$ cat src/rtl/sw_reset_pkg.sv
package sw_reset_pkg;
  localparam int DEV_W  = 5;
  localparam int OFF_W  = 5;
  localparam int ADDR_W = DEV_W + OFF_W;
  localparam int DATA_W = 16;

  localparam logic [OFF_W-1:0]  OFF_PORT_CTRL = 5'd4;
  localparam logic [OFF_W-1:0]  OFF_GLB_CTRL  = 5'd4;
  localparam logic [OFF_W-1:0]  OFF_GLB_STAT  = 5'd0;
  localparam logic [DATA_W-1:0] RESET_CMD     = 16'hC400;
  localparam logic [DATA_W-1:0] DONE_MASK     = 16'hC800;
  localparam logic [DATA_W-1:0] FWD_STATE_MSK = 16'h0003;

  typedef enum logic [1:0] {
    ACC_PORT_RD, ACC_PORT_WR, ACC_GLB_WR, ACC_STAT_RD
  } accKind_t;

  typedef struct packed {
    logic     clrPort;
    logic     incPort;
    logic     capture;
    logic     loadDrain;
    logic     loadGap;
    logic     clrPoll;
    logic     incPoll;
    accKind_t accKind;
  } ctrlStrobe_t;

  typedef struct packed {
    logic lastPort;
    logic timerZero;
    logic lastPoll;
    logic statusOk;
  } dpStatus_t;

  typedef enum logic [2:0] {
    S_IDLE, S_PORT_RD, S_PORT_WR, S_DRAIN, S_RST_WR, S_STAT_RD, S_GAP
  } seqState_t;
endpackage

$ cat src/rtl/sw_reset_dp.sv
module sw_reset_dp
  import sw_reset_pkg::*;
#(
  parameter int NUM_PORTS    = 8,
  parameter int PORT_BASE    = 16,
  parameter int GLOBAL_DEV   = 27,
  parameter int TICKS_PER_MS = 100000,
  parameter int MAX_POLLS    = 1000
) (
  input  logic              clk,
  input  logic              rstN,
  input  ctrlStrobe_t       strobe,
  input  logic [DATA_W-1:0] regRdata,
  output dpStatus_t         status,
  output logic              regWe,
  output logic [ADDR_W-1:0] regAddr,
  output logic [DATA_W-1:0] regWdata
);
  localparam int PORT_W      = (NUM_PORTS > 1) ? $clog2(NUM_PORTS) : 1;
  localparam int DRAIN_TICKS = 2 * TICKS_PER_MS;
  localparam int TMR_W       = $clog2(DRAIN_TICKS + 1);
  localparam int POLL_W      = (MAX_POLLS > 1) ? $clog2(MAX_POLLS) : 1;

  logic [PORT_W-1:0] portIdx;
  logic [TMR_W-1:0]  tmr;
  logic [POLL_W-1:0] pollCnt;
  logic [DATA_W-1:0] heldCtrl;
  logic [DEV_W-1:0]  portDev;
  logic [DEV_W-1:0]  globalDev;

  always_ff @(posedge clk or negedge rstN) begin
    if (!rstN) begin
      portIdx  <= '0;
      tmr      <= '0;
      pollCnt  <= '0;
      heldCtrl <= '0;
    end else begin
      if (strobe.clrPort)      portIdx <= '0;
      else if (strobe.incPort) portIdx <= portIdx + 1'b1;

      if (strobe.loadDrain)    tmr <= TMR_W'(DRAIN_TICKS - 1);
      else if (strobe.loadGap) tmr <= TMR_W'(TICKS_PER_MS - 1);
      else if (tmr != '0)      tmr <= tmr - 1'b1;

      if (strobe.clrPoll)      pollCnt <= '0;
      else if (strobe.incPoll) pollCnt <= pollCnt + 1'b1;

      if (strobe.capture)      heldCtrl <= regRdata;
    end
  end

  assign portDev   = DEV_W'(PORT_BASE) + DEV_W'(portIdx);
  assign globalDev = DEV_W'(GLOBAL_DEV);

  always_comb begin
    regWe    = 1'b0;
    regWdata = '0;
    regAddr  = {portDev, OFF_PORT_CTRL};
    case (strobe.accKind)
      ACC_PORT_RD: regAddr = {portDev, OFF_PORT_CTRL};
      ACC_PORT_WR: begin
        regWe    = 1'b1;
        regAddr  = {portDev, OFF_PORT_CTRL};
        regWdata = heldCtrl & ~FWD_STATE_MSK;
      end
      ACC_GLB_WR: begin
        regWe    = 1'b1;
        regAddr  = {globalDev, OFF_GLB_CTRL};
        regWdata = RESET_CMD;
      end
      ACC_STAT_RD: regAddr = {globalDev, OFF_GLB_STAT};
      default: regAddr = {portDev, OFF_PORT_CTRL};
    endcase
  end

  assign status.lastPort  = (portIdx == PORT_W'(NUM_PORTS - 1));
  assign status.timerZero = (tmr == '0);
  assign status.lastPoll  = (pollCnt == POLL_W'(MAX_POLLS - 1));
  assign status.statusOk  = ((regRdata & DONE_MASK) == DONE_MASK);
endmodule

$ cat src/rtl/sw_reset_ctrl.sv
module sw_reset_ctrl
  import sw_reset_pkg::*;
(
  input  logic        clk,
  input  logic        rstN,
  input  logic        start,
  input  logic        regAck,
  input  dpStatus_t   status,
  output ctrlStrobe_t strobe,
  output logic        regReq,
  output logic        done,
  output logic        timeout
);
  seqState_t state, nextState;
  logic doneSet, toSet;

  always_comb begin
    strobe    = '0;
    nextState = state;
    doneSet   = 1'b0;
    toSet     = 1'b0;
    case (state)
      S_IDLE: if (start) begin
        strobe.clrPort = 1'b1;
        nextState      = S_PORT_RD;
      end
      S_PORT_RD: begin
        strobe.accKind = ACC_PORT_RD;
        if (regAck) begin
          strobe.capture = 1'b1;
          nextState      = S_PORT_WR;
        end
      end
      S_PORT_WR: begin
        strobe.accKind = ACC_PORT_WR;
        if (regAck) begin
          if (status.lastPort) begin
            strobe.loadDrain = 1'b1;
            nextState        = S_DRAIN;
          end else begin
            strobe.incPort = 1'b1;
            nextState      = S_PORT_RD;
          end
        end
      end
      S_DRAIN: if (status.timerZero) nextState = S_RST_WR;
      S_RST_WR: begin
        strobe.accKind = ACC_GLB_WR;
        if (regAck) begin
          strobe.clrPoll = 1'b1;
          nextState      = S_STAT_RD;
        end
      end
      S_STAT_RD: begin
        strobe.accKind = ACC_STAT_RD;
        if (regAck) begin
          if (status.statusOk) begin
            doneSet   = 1'b1;
            nextState = S_IDLE;
          end else if (status.lastPoll) begin
            toSet     = 1'b1;
            nextState = S_IDLE;
          end else begin
            strobe.incPoll = 1'b1;
            strobe.loadGap = 1'b1;
            nextState      = S_GAP;
          end
        end
      end
      S_GAP: if (status.timerZero) nextState = S_STAT_RD;
      default: nextState = S_IDLE;
    endcase
  end

  always_ff @(posedge clk or negedge rstN) begin
    if (!rstN) begin
      state   <= S_IDLE;
      done    <= 1'b0;
      timeout <= 1'b0;
    end else begin
      state   <= nextState;
      done    <= doneSet;
      timeout <= toSet;
    end
  end

  assign regReq = (state == S_PORT_RD) || (state == S_PORT_WR) ||
                  (state == S_RST_WR)  || (state == S_STAT_RD);
endmodule

$ cat src/rtl/sw_reset_seq.sv
module sw_reset_seq
  import sw_reset_pkg::*;
#(
  parameter int NUM_PORTS    = 8,
  parameter int PORT_BASE    = 16,
  parameter int GLOBAL_DEV   = 27,
  parameter int TICKS_PER_MS = 100000,
  parameter int MAX_POLLS    = 1000
) (
  input  logic              clk,
  input  logic              rstN,
  input  logic              start,
  output logic              regReq,
  output logic              regWe,
  output logic [ADDR_W-1:0] regAddr,
  output logic [DATA_W-1:0] regWdata,
  input  logic              regAck,
  input  logic [DATA_W-1:0] regRdata,
  output logic              done,
  output logic              timeout
);
  ctrlStrobe_t strobe;
  dpStatus_t   dpStat;

  sw_reset_ctrl u_ctrl (
    .clk(clk), .rstN(rstN), .start(start), .regAck(regAck),
    .status(dpStat), .strobe(strobe), .regReq(regReq),
    .done(done), .timeout(timeout)
  );

  sw_reset_dp #(
    .NUM_PORTS(NUM_PORTS), .PORT_BASE(PORT_BASE), .GLOBAL_DEV(GLOBAL_DEV),
    .TICKS_PER_MS(TICKS_PER_MS), .MAX_POLLS(MAX_POLLS)
  ) u_dp (
    .clk(clk), .rstN(rstN), .strobe(strobe), .regRdata(regRdata),
    .status(dpStat), .regWe(regWe), .regAddr(regAddr), .regWdata(regWdata)
  );
endmodule

$ cat config.mk
export PLATFORM = sky130hd
export DESIGN_NAME = sw_reset_seq
export DESIGN_NICKNAME = d
export VERILOG_FILES = /design/src/rtl/sw_reset_pkg.sv /design/src/rtl/sw_reset_dp.sv /design/src/rtl/sw_reset_ctrl.sv /design/src/rtl/sw_reset_seq.sv
export SDC_FILE = /design/constraint.sdc
export NUM_CORES = 1
export LEC_CHECK = 0
export ABC_AREA = 0
export CORE_MARGIN = 2
export CORE_UTILIZATION = 52
export DETAILED_ROUTE_END_ITERATION = 12
export PLACE_DENSITY = 0.91
export SETUP_SLACK_MARGIN = 0.2
export SLEW_MARGIN = 20
export SYNTH_ARGS = -nofsm -noshare
export SYNTH_HDL_FRONTEND = slang
export SYNTH_SLANG_ARGS = --single-unit
$ cat constraint.sdc
create_clock -name clk -period 2.3 [get_ports clk]
set_input_delay 0.23 -clock clk [delete_from_list [all_inputs] [get_ports clk]]
set_output_delay 0.23 -clock clk [all_outputs]
set_load 0.1 [all_outputs]
==> results.py, run 1 <==
metrics = {
    "timing": {
        "setup_viol": 0,
        "grt_setup_unrepaired": "true",
        "fin_skew_ns": 0.0122,
        "whs_ns": 0.462,
        "fin_crit_ns": 2.12,
        "hold_viol_final": 0,
        "slew-limit-headroom_pct": 58.4,
        "finalCritPeriodShare_pct": 92.0,
        "tns_ns": 0,
        "tightest_slew_ns": 0.624,
        "clock.fmax_mhz": 472,
        "slew_viol_final": 0,
    },
    "power_and_ir_drop": {
        "p_total_uw": 1610,
        "power.switching_uw": 371,
        "p_clk_share_pct": 38.3,
        "power.density_nw_per_um2": 420,
        "ir_drop_mv": 0.299,
        "sequentialPowerShare_pct": 54.7,
        "p_int_uw": 1230,
        "combinationalPowerShare_pct": 7.0,
        "power_switching_share_pct": 23.1,
        "p_leak_uw": 0.00166,
    },
    "floorplan": {
        "die_h_um": 76.4,
        "fp.coreArea_sq_um": 5070,
        "start_util_pct": 53.7,
        "row_count": 26,
        "die_area_sq_um": 5840,
        "die_w_um": 76.4,
        "io_pins": 50,
    },
    "place": {
        "place_hpwl_um": 4660,
        "gp_congestion": 0.875,
        "place.port_buffers": 40,
    },
    "detailed_routing": {
        "drcViolationCount": 0,
        "dr_wl_met2_um": 4230,
        "routedLengthMet1_um": 3360,
        "first_iter_violations": 258,
        "drtAntennaViolNets": 0,
        "drt_wl_total_um": 8880,
        "routed.top_layer": "met4",
        "drt_pass1_iterations": 5,
        "wire_per_inst_um": 21.5,
        "viasPerCell": 6.07,
        "vias": 2515,
        "dr_wl_met3_um": 761,
    },
    "yosys": {
        "synth_edf_count": 0,
        "async_reset_ff_share_pct": 100,
        "synthTopCellsByArea": "dfrtp_1 (46%), mux2_2 (5.8%), xnor2_1 (4.8%)",
        "post-synth-top-area-cell": "dfrtp_1",
        "yosysWarnings": 0,
        "ys.flop_type": "dfrtp_1",
        "avgSynthCellArea_sq_um": 9.88,
        "ys_seq_elements": 50,
        "netlist_area_sq_um": 2730,
        "syn_inst": 276,
        "synth.top_cell.area_share_pct": 45.9,
        "ys_seq_area_share_pct": 45.9,
        "synth_cell_type_count": 45,
    },
    "clock_network": {
        "h-tree-depth": 2,
        "clk_pin_slew_worst_paths_ns": 0.10,
        "cts_buffer_depth": 2,
        "cts_root_buf": "clkbuf_8",
        "clock_sinks": 50,
        "clock_latency_ns": 0.31,
        "numCtsBuffers": 5,
        "cts_tree": "done",
    },
    "critical_path": {
        "slowest_delay_ns": 0.42,
        "critPathMaxFanout": 7,
        "required_ns": 2.07,
        "start_kind": "flip-flop",
        "worstSetupEndpointType": "output port",
        "path_class": "reg2out",
        "cp_data_arrival_time_ns": 1.89,
        "r2r_slack_ns": 0.22,
        "crit_slowest_cell": "dfrtp_2",
        "cp_common_cell": "buf_6",
        "cp_cell_sequence": "buf_6 > nand2_1 > o21a_1 > inv_2 > ha_4 > buf_6 > and2_4 > buf_12",
    },
    "layout": {
        "nets": 370,
        "diodes": 0,
        "fillers": 264,
        "drive_above_1_share_pct": 32.6,
        "multiInputGateArea_sq_um": 1470,
        "syn_to_final_growth_pct": 40.0,
        "fin_util_pct": 75.3,
        "regArea_sq_um": 1250,
    },
    "min_path": {
        "hold_path.class": "in2async",
    },
    "global_routing": {
        "grt_pass1_wl_um": 12300,
        "grt.overflow.total": 0,
        "antenna_found_initial": 0,
        "grt_pass1_vias": 2447,
        "track_usage_pct": 27.1,
        "grt_max_degree": 27,
    },
    "status": {
        "outcome": "completed",
    },
    "flow_run": {
        "drv_cap": 0,
    },
}
-- registers in the layout, indices dropped and copies added (netlist names) --
register and cells:
u_dp.tmr 18, u_dp.heldCtrl 14, u_dp.pollCnt 10, u_ctrl.state 3, u_dp.portIdx 3, u_ctrl.done 1, u_ctrl.timeout 1
-- through the flow --
step	instances	area (sq um)	setup WS (ns)
final	414	3820	0.183
after global routing	414	3820	0.118
after CTS	406	3730	0.164
after detailed placement	387	3490	0.0893
after global placement	387	3490	0.242
after floorplan	281	2800	0.0511
-- cells in the final DEF (no fill, tap or decap), types with 4 or more instances in the layout --
cell type,instances
nand4_1,4
nor3_1,7
nand3b_1,4
nor2_1,24
buf_12,22
nand2_1,22
o21ai_0,13
buf_4,28
o211ai_1,5
mux2_2,14
conb_1,7
xor2_1,7
a21oi_1,5
and2_4,10
clkdlybuf4s50_1,16
nand3_1,8
xnor2_1,14
ha_1,5
nor2b_1,5
inv_1,5
dfrtp_1,47
nand2b_1,4
nor4_1,6
clkbuf_8,5
nor2_4,4
-- final timing paths --
kind / cells past startpoint / to / startpoint
setup / recovery: 8 / regWdata[12] / u_ctrl.state[0]
hold / removal: 2 / u_dp.pollCnt[6] / rstN
setup reg to reg: 5 / u_dp.tmr[1] / u_dp.portIdx[1]
hold reg to reg: 1 / u_dp.heldCtrl[9] / u_dp.heldCtrl[9]
max in group asynchronous: 3 / u_dp.tmr[4] / rstN
min in group clk: 1 / u_dp.heldCtrl[9] / u_dp.heldCtrl[9]
-- logic make-up after synthesis --
kind of cell / after synthesis / synth area share, %
adders and majority gates: 7 / 3.21
muxes: 17 / 6.88
and+or+nand+nor: 121 / 24.5
xor gates and xnor gates: 22 / 7.06
AOI/OAI and AO/OA: 33 / 7.43
other: 2 / 0.275
DFF: 50 / 45.9
buffers and inverters: 24 / 4.72
-- power groups by stage --
stage / registers, uW / logic, uW / clock network (uW)
CTS: 878 / 108 / 621
finish: 878 / 112 / 616
detailed placement: 896 / 107 / 0
global route: 878 / 117 / 656
global placement: 896 / 105 / 0
floorplan: 896 / 61.6 / 0
-- Yosys cell counts, types with 2 or more instances --
cell      number
dfrtp_1       50
ha_1           7
o211ai_1       5
nand3_1        8
nand2_1       23
nor2_1        28
buf_2          4
nor4_1         6
mux2_2        14
inv_1          8
o21ai_0       13
a21oi_1        8
nor2b_1        5
and2_1        13
nand2b_1       5
nand4_1        4
nand4b_1       3
clkbuf_1       4
mux2i_1        3
xnor2_1       15
buf_4          7
nor4b_1        2
nor3_1         7
xor2_1         7
or3_1          3
conb_1         2
nand3b_1       4
-- area by class of cell --
cell class | instances | area share, %
Clock buffer | 6 | 1.90
Clock inverter | 2 | 0.983
Timing Repair Buffer | 71 | 22.5
Sequential cell | 50 | 32.9
Tap cell | 70 | 2.29
Multi-Input combinational cell | 207 | 38.5
Inverter | 8 | 0.983
-- per-layer routing --
metal	vias to the layer above	GRT usage [%]
met4	0	15.6
met2	197	46.6
met5	-	0
met3	47	7.58
li1	1072	-
met1	1199	30.0
-- what timing repair did --
| action | 4_1_cts | 5_1_grt |
|---|---|---|
| endpoints found under the setup margin | 18 | 22 |
| hold endpoints to repair | 24 | 0 |
| pin swaps | 2 | 4 |
| resized for setup | 22 | 9 |
| setup buffers | 10 | 8 |
| hold buffers | 1 | 0 |
-- worst max-delay path, delay by kind of cell (launching register included) --
kind | cells | cell delay, ns
AO/OA/AOI/OAI | 1 | 0.20
adder cells (fa/ha/maj) | 1 | 0.20
buffers and inverters | 4 | 0.52
flip-flops | 1 | 0.42
AND/OR/NAND/NOR | 2 | 0.22
No activity file was read; power rests on OpenSTA's default activity.
==> run 2: changes to the inputs <==
--- a/config.mk
+++ b/config.mk
@@ -10,7 +10,6 @@
 export CORE_UTILIZATION = 52
 export DETAILED_ROUTE_END_ITERATION = 12
 export PLACE_DENSITY = 0.91
-export SETUP_SLACK_MARGIN = 0.2
 export SLEW_MARGIN = 20
 export SYNTH_ARGS = -nofsm -noshare
 export SYNTH_HDL_FRONTEND = slang
==> run 2 against run 1 <==
  * Die area did not move
  * Routed wire length fell by 27%
  * Register-to-register slack got worse by 0.07 ns
  * Power fell by 6.7%
  * Hold slack got worse by 0.061 ns
  * Combinational power fell by 4%
  * Flip-flop and latch count did not move
  * Critical path type unchanged
==> results.py, run 2 (synthesis results as in run 1) <==
metrics = {
    "global_routing": {
        "grt.overflow.total": 0,
        "grt_pass1_wl_um": 11200,
        "track_usage_pct": 23.9,
        "antenna_found_initial": 0,
        "grt_pass1_vias": 2312,
        "grt_max_degree": 22,
    },
    "floorplan": {
        "start_util_pct": 53.7,
        "io_pins": 50,
        "fp.coreArea_sq_um": 5070,
        "die_w_um": 76.4,
        "die_h_um": 76.4,
        "row_count": 26,
        "die_area_sq_um": 5840,
    },
    "detailed_routing": {
        "first_iter_violations": 170,
        "wire_per_inst_um": 16.1,
        "drt_wl_total_um": 6450,
        "viasPerCell": 5.59,
        "drt_pass1_iterations": 4,
        "drtAntennaViolNets": 0,
        "drcViolationCount": 0,
        "vias": 2237,
    },
    "clock_network": {
        "clk_pin_slew_worst_paths_ns": 0.09,
        "cts_buffer_depth": 2,
        "numCtsBuffers": 5,
        "cts_root_buf": "clkbuf_8",
        "h-tree-depth": 2,
        "clock_sinks": 50,
        "clock_latency_ns": 0.30,
        "cts_tree": "done",
    },
    "place": {
        "place_area_sq_um": 3490,
        "place_hpwl_um": 4840,
        "place.port_buffers": 40,
        "placedCellCount": 391,
        "gp_congestion": 0.863,
    },
    "layout": {
        "largest_reg_flops": 18,
        "final_cells": 400,
        "final_common_cell": "dfrtp_1",
        "top_register": "u_dp.tmr",
        "final_area_sq_um": 3610,
        "drive_above_1_share_pct": 23.6,
        "reg_top3": "u_dp.tmr: 18 flops, u_dp.heldCtrl: 14 flops, u_dp.pollCnt: 10 flops",
        "diodes": 0,
        "nets": 356,
        "final_cell_mix": "dfrtp_1 (49), nor2_1 (24), nand2_1 (23)",
        "fillers": 315,
        "syn_to_final_growth_pct": 32.2,
    },
    "timing": {
        "setup_viol": 0,
        "fin_skew_ns": 0.00703,
        "finalCritPeriodShare_pct": 95.0,
        "fin_crit_ns": 2.19,
        "slew_viol_final": 0,
        "grt_setup_unrepaired": "false",
        "hold_viol_final": 0,
        "clock.fmax_mhz": 458,
    },
    "critical_path": {
        "path_class": "reg2out",
        "start_kind": "flip-flop",
        "worstSetupEndpointType": "output port",
        "slowest_delay_ns": 0.52,
        "cp_data_arrival_time_ns": 1.96,
        "required_ns": 2.07,
        "critPathMaxFanout": 9,
        "crit_slowest_cell": "dfrtp_1",
        "cp_cell_sequence": "nand2b_1 > inv_1 > ha_1 > a21oi_1 > nor2_4 > buf_12",
    },
    "status": {
        "outcome": "completed",
    },
    "power_and_ir_drop": {
        "power.density_nw_per_um2": 415,
        "p_leak_uw": 0.00155,
        "ir_drop_mv": 0.280,
        "p_total_uw": 1500,
    },
    "min_path": {
        "hold_path.class": "in2async",
    },
    "flow_run": {
        "drv_cap": 0,
    },
}
-- run 2: per-layer routing --
| metal | global-route usage (%) | vias up | routed length, um |
|---|---|---|---|
| li1 | - | 1052 | - |
| met1 | 27.9 | 1087 | 2640 |
| met2 | 43.0 | 84 | 3340 |
| met3 | 4.38 | 14 | 320 |
| met4 | 10.2 | 0 | 145 |
| met5 | 0 | - | 0 |
-- run 2: timing repair --
item	in CTS	in global routing
resized for setup	1	3
setup buffers	0	0
hold buffers	1	0
endpoints found under the hold margin	19	0
endpoints found under the setup margin	14	15
-- run 2: layout make-up --
| type | count | area, sq um | share of cell area [%] |
|---|---|---|---|
| multi-input combinational | 207 | 1410 | 39.1 |
| clock buffer | 5 | 68.8 | 1.91 |
| timing repair buffer | 57 | 731 | 20.3 |
| sequential | 50 | 1250 | 34.7 |
| inverter | 8 | 33.8 | 0.937 |
| clock inverter | 3 | 21.3 | 0.590 |
| tap | 70 | 87.6 | 2.43 |
-- run 2: power by group --
group | internal, uW | switching [uW] | total, uW
logic | 30.4 | 76.3 | 107
registers | 878 | 0 | 878
clock network | 214 | 299 | 513
-- run 2: final timing paths --
check	from	endpoint	slack, ns	cells after the start
worst max-delay path	u_ctrl.state[1]	regWdata[10]	0.11	6
worst min-delay path	rstN	u_dp.pollCnt[7]	0.40	2
worst max register to register	u_dp.tmr[14]	u_dp.tmr[1]	0.15	5
worst min register to register	u_dp.heldCtrl[7]	u_dp.heldCtrl[7]	0.51	1
max in group asynchronous	rstN	u_ctrl.state[2]	1.28	3
min in group clk	u_dp.heldCtrl[7]	u_dp.heldCtrl[7]	0.51	1
-- run 2: through the flow --
stage                     utilization [%]  setup slack [ns]  TNS, ns  hold slack [ns]
final                                71.1             0.114        0            0.400
after global routing                 71.1            0.0116        0            0.419
after CTS                            70.8            0.0182        0            0.404
after detailed placement             68.8             0.141        0            0.206
after global placement               68.8             0.247        0            0.196
after floorplan                         -           -0.0990   -0.473          -0.0656
-- run 2: critical path: cells and delay by family (launching register included) --
kind,cells,cell delay [ns]
AOI/OAI and AO/OA,1,0.25
adders and majority gates,1,0.25
buffers and inverters,2,0.31
DFF,1,0.52
and+or+nand+nor,2,0.32
